<file path="src/rtl/sb_pkg.sv">
package sb_pkg;
    localparam int NUM_REGS  = 16;
    localparam int NUM_SLOTS = 4;
    localparam int RW = $clog2(NUM_REGS);
    localparam int SW = $clog2(NUM_SLOTS);

    typedef enum logic [1:0] {K_ALU = 2'd0, K_LOAD = 2'd1, K_MUL = 2'd2, K_STORE = 2'd3} kind_e;
    typedef enum logic [1:0] {FW_RF = 2'd0, FW_ALU = 2'd1, FW_MUL = 2'd2, FW_MEM = 2'd3} fwd_e;

    typedef struct packed {
        logic          busy;
        logic          by_mul;
        logic [SW-1:0] slot;
    } pend_t;

    typedef struct packed {
        kind_e         kind;
        logic          use_a;
        logic [RW-1:0] src_a;
        logic          use_b;
        logic [RW-1:0] src_b;
        logic [RW-1:0] dst;
    } issue_req_t;

    typedef struct packed {
        logic          valid;
        logic [RW-1:0] rnum;
    } ret_t;

    function automatic fwd_e pick_fwd(input logic [RW-1:0] r, input ret_t mem,
                                      input ret_t mul, input ret_t alu);
        if (mem.valid && mem.rnum == r)      return FW_MEM;
        else if (mul.valid && mul.rnum == r) return FW_MUL;
        else if (alu.valid && alu.rnum == r) return FW_ALU;
        else                                 return FW_RF;
    endfunction

    function automatic logic makes_pending(input kind_e k);
        return (k == K_LOAD) || (k == K_MUL);
    endfunction
endpackage

</file>
<file path="src/rtl/sb_slotpool.sv">
module sb_slotpool
    import sb_pkg::*;
(
    input  logic                 clk,
    input  logic                 rst,
    input  logic                 alloc,
    input  logic [RW-1:0]        alloc_reg,
    input  logic                 ret_valid,
    input  logic [SW-1:0]        ret_slot,
    output logic [NUM_SLOTS-1:0] busy_vec,
    output logic                 free_any,
    output logic [SW-1:0]        free_idx,
    output logic                 retire,
    output logic [RW-1:0]        retire_reg
);
    logic [NUM_SLOTS-1:0] busy_q;
    logic [RW-1:0]        reg_q [NUM_SLOTS];
    logic [NUM_SLOTS-1:0] avail;

    assign retire     = ret_valid && busy_q[ret_slot];
    assign retire_reg = reg_q[ret_slot];
    assign busy_vec   = busy_q;

    generate
        for (genvar i = 0; i < NUM_SLOTS; i++) begin : g_avail
            assign avail[i] = !busy_q[i] || (retire && ret_slot == SW'(i));
        end
    endgenerate

    assign free_any = |avail;

    always_comb begin
        free_idx = '0;
        for (int i = NUM_SLOTS - 1; i >= 0; i--) begin
            if (avail[i]) free_idx = SW'(i);
        end
    end

    always_ff @(posedge clk) begin
        if (rst) begin
            busy_q <= '0;
            for (int i = 0; i < NUM_SLOTS; i++) reg_q[i] <= '0;
        end else begin
            if (retire) busy_q[ret_slot] <= 1'b0;
            if (alloc) begin
                busy_q[free_idx] <= 1'b1;
                reg_q[free_idx]  <= alloc_reg;
            end
        end
    end
endmodule

</file>
<file path="src/rtl/sb_regtrack.sv">
module sb_regtrack
    import sb_pkg::*;
(
    input  logic                clk,
    input  logic                rst,
    input  logic                ld_retire,
    input  logic [SW-1:0]       ld_slot,
    input  logic                mul_valid,
    input  logic [RW-1:0]       mul_reg,
    input  logic                set_valid,
    input  logic [RW-1:0]       set_reg,
    input  logic                set_by_mul,
    input  logic [SW-1:0]       set_slot,
    output logic [NUM_REGS-1:0] pend_mask,
    output logic [NUM_REGS-1:0] resolve
);
    pend_t tbl [NUM_REGS];

    generate
        for (genvar r = 0; r < NUM_REGS; r++) begin : g_reg
            logic ld_hit, mul_hit;
            assign ld_hit     = ld_retire && !tbl[r].by_mul && tbl[r].slot == ld_slot;
            assign mul_hit    = mul_valid && tbl[r].by_mul && mul_reg == RW'(r);
            assign resolve[r] = tbl[r].busy && (ld_hit || mul_hit);
            assign pend_mask[r] = tbl[r].busy;

            always_ff @(posedge clk) begin
                if (rst) begin
                    tbl[r] <= '0;
                end else if (set_valid && set_reg == RW'(r)) begin
                    tbl[r] <= '{busy: 1'b1, by_mul: set_by_mul, slot: set_slot};
                end else if (resolve[r]) begin
                    tbl[r].busy <= 1'b0;
                end
            end
        end
    endgenerate
endmodule

</file>
<file path="src/rtl/sb_hazard.sv">
module sb_hazard
    import sb_pkg::*;
(
    input  logic                iss_valid,
    input  issue_req_t          req,
    input  logic [NUM_REGS-1:0] pend_mask,
    input  logic [NUM_REGS-1:0] resolve,
    input  logic                free_any,
    input  ret_t                mem_ret,
    input  ret_t                mul_ret,
    input  ret_t                alu_ret,
    output logic                go,
    output fwd_e                fwd_a,
    output fwd_e                fwd_b
);
    logic [NUM_REGS-1:0] blocked;
    logic raw, waw, full;

    assign blocked = pend_mask & ~resolve;
    assign raw  = (req.use_a && blocked[req.src_a]) || (req.use_b && blocked[req.src_b]);
    assign waw  = (req.kind != K_STORE) && blocked[req.dst];
    assign full = (req.kind == K_LOAD) && !free_any;
    assign go   = iss_valid && !raw && !waw && !full;

    assign fwd_a = pick_fwd(req.src_a, mem_ret, mul_ret, alu_ret);
    assign fwd_b = pick_fwd(req.src_b, mem_ret, mul_ret, alu_ret);
endmodule

</file>
<file path="src/rtl/issue_scoreboard.sv">
module issue_scoreboard
    import sb_pkg::*;
(
    input  logic                clk,
    input  logic                rst,
    input  logic                iss_valid,
    input  logic [1:0]          iss_kind,
    input  logic                iss_use_a,
    input  logic [RW-1:0]       iss_src_a,
    input  logic                iss_use_b,
    input  logic [RW-1:0]       iss_src_b,
    input  logic [RW-1:0]       iss_dst,
    input  logic                ld_ret_valid,
    input  logic [SW-1:0]       ld_ret_slot,
    input  logic                mul_ret_valid,
    input  logic [RW-1:0]       mul_ret_reg,
    input  logic                alu_wb_valid,
    input  logic [RW-1:0]       alu_wb_reg,
    output logic                iss_go,
    output logic [SW-1:0]       iss_slot,
    output logic [1:0]          fwd_a,
    output logic [1:0]          fwd_b,
    output logic                ld_wb_valid,
    output logic [RW-1:0]       ld_wb_reg,
    output logic [NUM_REGS-1:0] pend_mask
);
    issue_req_t           req;
    logic [NUM_SLOTS-1:0] slot_busy;
    logic [NUM_REGS-1:0]  resolve;
    logic                 free_any;
    logic                 retire;
    logic [RW-1:0]        retire_reg;
    logic                 set_pend;
    fwd_e                 fa, fb;
    ret_t                 mem_ret, mul_ret, alu_ret;

    assign req = '{kind: kind_e'(iss_kind), use_a: iss_use_a, src_a: iss_src_a,
                   use_b: iss_use_b, src_b: iss_src_b, dst: iss_dst};

    assign mem_ret = '{valid: retire, rnum: retire_reg};
    assign mul_ret = '{valid: mul_ret_valid, rnum: mul_ret_reg};
    assign alu_ret = '{valid: alu_wb_valid, rnum: alu_wb_reg};

    assign set_pend = iss_go && makes_pending(req.kind);

    sb_slotpool u_slots (
        .clk        (clk),
        .rst        (rst),
        .alloc      (iss_go && req.kind == K_LOAD),
        .alloc_reg  (req.dst),
        .ret_valid  (ld_ret_valid),
        .ret_slot   (ld_ret_slot),
        .busy_vec   (slot_busy),
        .free_any   (free_any),
        .free_idx   (iss_slot),
        .retire     (retire),
        .retire_reg (retire_reg)
    );

    sb_regtrack u_track (
        .clk        (clk),
        .rst        (rst),
        .ld_retire  (retire),
        .ld_slot    (ld_ret_slot),
        .mul_valid  (mul_ret_valid),
        .mul_reg    (mul_ret_reg),
        .set_valid  (set_pend),
        .set_reg    (req.dst),
        .set_by_mul (req.kind == K_MUL),
        .set_slot   (iss_slot),
        .pend_mask  (pend_mask),
        .resolve    (resolve)
    );

    sb_hazard u_haz (
        .iss_valid (iss_valid),
        .req       (req),
        .pend_mask (pend_mask),
        .resolve   (resolve),
        .free_any  (free_any),
        .mem_ret   (mem_ret),
        .mul_ret   (mul_ret),
        .alu_ret   (alu_ret),
        .go        (iss_go),
        .fwd_a     (fa),
        .fwd_b     (fb)
    );

    assign fwd_a       = fa;
    assign fwd_b       = fb;
    assign ld_wb_valid = retire;
    assign ld_wb_reg   = retire_reg;
endmodule

</file>
<file path="config.mk">
export PLATFORM = sky130hd
export DESIGN_NAME = issue_scoreboard
export DESIGN_NICKNAME = d
export VERILOG_FILES = /design/src/rtl/sb_pkg.sv /design/src/rtl/sb_slotpool.sv /design/src/rtl/sb_regtrack.sv /design/src/rtl/sb_hazard.sv /design/src/rtl/issue_scoreboard.sv
export SDC_FILE = /design/constraint.sdc
export NUM_CORES = 1
export LEC_CHECK = 0
export ABC_AREA = 1
export BUFFER_PORTS_ARGS = -buffer_cell sky130_fd_sc_hd__buf_2
export CORE_ASPECT_RATIO = 1.1
export CORE_MARGIN = 8
export CORE_UTILIZATION = 55
export CTS_CLUSTER_SIZE = 8
export DETAILED_ROUTE_END_ITERATION = 16
export PLACE_DENSITY = 0.74
export SYNTH_ARGS = -nofsm -noshare
export SYNTH_HDL_FRONTEND = slang
export SYNTH_SLANG_ARGS = --single-unit
</file>
<file path="constraint.sdc">
create_clock -name clk -period 4.8 [get_ports clk]
set_clock_uncertainty 0.05 [all_clocks]
set_input_delay 0.24 -clock clk [delete_from_list [all_inputs] [get_ports clk]]
set_output_delay 0.24 -clock clk [all_outputs]
set_load 0.02 [all_outputs]
</file>
==> metrics <==
flops & latches, synth=84; gpl congestion=1.02; relative slew slack=32.0%; H-tree depth=3; net count after synthesis=757; leakage=0.00284 µW; commonest non-fill, non-tap cell in the layout=nand2_1; Worst Hold End=u_slots.busy_vec[3]$_SDFF_PP0_; Initial Util=56.0%; startpoint types=input port; initial antenna violation count=0; DR vias/cell=5.84; Fmax=291 MHz; Ys Warns=0; Fin Setup TNS=0 ps; critical path class=in -> out; gr usage total=24.4%; Final min period=3440 ps; Detailed Route WL=16.9 mm; number of setup buffers added after CTS=0; CP max FO=18; io pins=60; Routed WL per cell=18.7 µm; Final setup viols=0; worst hold path depth=2; Synth Area in Simple Gates=37.6%; total CTS buffers=9; outcome=complete, no violations; count of cell types in the netlist=40; Synth Cell Area=5790 µm²; sequential-to-total area share from yosys stat=42.9%; worst hold margin=117 ps; Die Ht=124 µm; die span in x=114 µm; Worst Hold Class=in -> reg; diode count=0; vias in the first global route=5013; vias=5261; root buffer cell=clkbuf_16; Max IR drop VDD=0.000204 V; fin nets=788; Clock Path Buffers=2; reg2reg start=u_slots.busy_vec[2]$_SDFF_PP0_; Post-DP HPWL=12.3 mm; antenna violation net count after detailed routing=0; EDFF count, synth=80; most frequent cells in the layout=nand2_1 (172), nor2_1 (104), edfxtp_1 (80); Post-Syn Instances=722; reg2reg setup slack=1700 ps; worst endpoint data arrival time=3150 ps; Final Max Slew Viols=0; total of max-cap violations=0; reg2reg path depth=16; PortBufs=59; Placeable Area=10300 µm²; Residual DRC=0; CP Capture Type=output pin; min-delay src=rst; Worst Max-Slew Pin Slew=1010 ps; largest net degree at the start of global routing=53; layout cells sized above 1=16.6%; Pre-antenna DRT Iters=5; drt initial violations=558; row cnt=39; clk sinks=84; largest family of logic cells by synthesized area=simple AND/OR/NAND/NOR gates; Synth Area in Compound Gates=5.27%; Worst EP required=4510 ps; period utilisation layout=71.7%; CTS tree=built; area growth from synthesis to layout=8.86%; Synth Area in Adders=0.648%; Pwr Total=1800 µW; final hold viol count=0; Skew-Pair Late Insertion Delay=340 ps; cts hold-fix bufs=0; global route total overflow=0; RSZ-0062 raised after global routing=false; Resize count post-CTS=0; Top FF cell, synth=edfxtp_1; Post-synth ARST share=0%; pwr dens=286 nW/µm²; syn_area_per_cell=8.02 µm²; Die Area=14100 µm²; global-route wire length before repair=26.2 mm; reg2reg end=u_track.tbl[0][2]$_SDFFCE_PN0P_; xor and xnor fraction of the mapped netlist area=3.48%; post-synthesis mux area share=0%; clk slew on worst S/H paths=60 ps
==> worst max path at each step <==
stage	start	endpoint	slack (ps)
floorplan	ld_ret_slot[0]	u_track.tbl[0][0]$_SDFFCE_PN0P_	2340
CTS	ld_ret_slot[0]	iss_go	1370
finish	mul_ret_valid	iss_go	1360
global placement	ld_ret_slot[0]	u_slots.reg_q[3][0]$_DFFE_PP_	1320
detailed placement	ld_ret_slot[0]	u_track.tbl[0][2]$_SDFFCE_PN0P_	1260
global route	ld_ret_slot[0]	iss_go	1200
==> critical path, cell delays in order <==
cell,delay (ps)
buf_2,240
inv_1,90
nor3_1,780
nand3_1,310
nand4_1,240
nand3_1,100
nand3_1,130
nand3_1,110
nand3_2,150
inv_1,90
nor2_4,400
buf_2,260
==> metrics by stage <==
stage / cell area, µm² / worst slack (ps) / utilization [%] / cells
3_5_place_dp: 6010 / 1260 / 58.1 / 885
4_1_cts: 6300 / 1370 / 60.9 / 901
5_1_grt: 6300 / 1200 / 60.9 / 901
3_3_place_gp: 6010 / 1320 / 58.1 / 885
6_report: 6300 / 1360 / 60.9 / 901
2_1_floorplan: 5790 / 2340 / - / 722
==> state kept, by name, summed over array words and instances, names as in the netlist <==
signal            flops
u_slots.reg_q        16
u_slots.busy_vec      4
u_track.tbl          64
==> routing by layer <==
| metal | GRT usage, % | wire length [µm] | vias up |
|---|---|---|---|
| met5 | 0 | 0 | - |
| met4 | 12.3 | 646 | 0 |
| met3 | 6.16 | 1460 | 44 |
| met2 | 40.3 | 7940 | 250 |
| met1 | 29.3 | 6820 | 2494 |
| li1 | - | - | 2473 |
==> Yosys cell counts, types with 6 or more instances <==
cell / count / area [µm²]
nand3_1: 72 / 360
o21ai_0: 8 / 40.0
nand3b_1: 10 / 75.1
edfxtp_1: 80 / 2400
xor2_1: 20 / 175
clkbuf_1: 11 / 41.3
nand3_2: 27 / 270
a22oi_1: 6 / 45.0
nor2_1: 104 / 390
nand2_1: 172 / 646
buf_4: 19 / 143
inv_1: 76 / 285
buf_2: 7 / 35.0
nand4_1: 34 / 213
a21oi_1: 13 / 65.1
==> power by group <==
group	switching (µW)	total (µW)	leakage [µW]	internal, µW
Clock	295	700	0.000132	406
Combinational	185	257	0.00185	71.9
Sequential	17.4	844	0.000856	827
Total	498	1800	0.00284	1300
==> cells by family after synthesis <==
family,count (synthesis)
DFF,84
buffers and inverters,123
and+or+nand+nor,441
adders and majority gates,3
AOI/OAI and AO/OA,48
xor gates and xnor gates,23
==> cell type report <==
class                   count  area (µm²)
clock inverters             5        61.3
well taps                 143         179
multi-input cells         515        2720
clock buffers              11         233
repair buffers             63         325
fillers                   967        4040
inverters                  80         300
flip-flops and latches     84        2480
No activity file was read; power rests on OpenSTA's default activity.
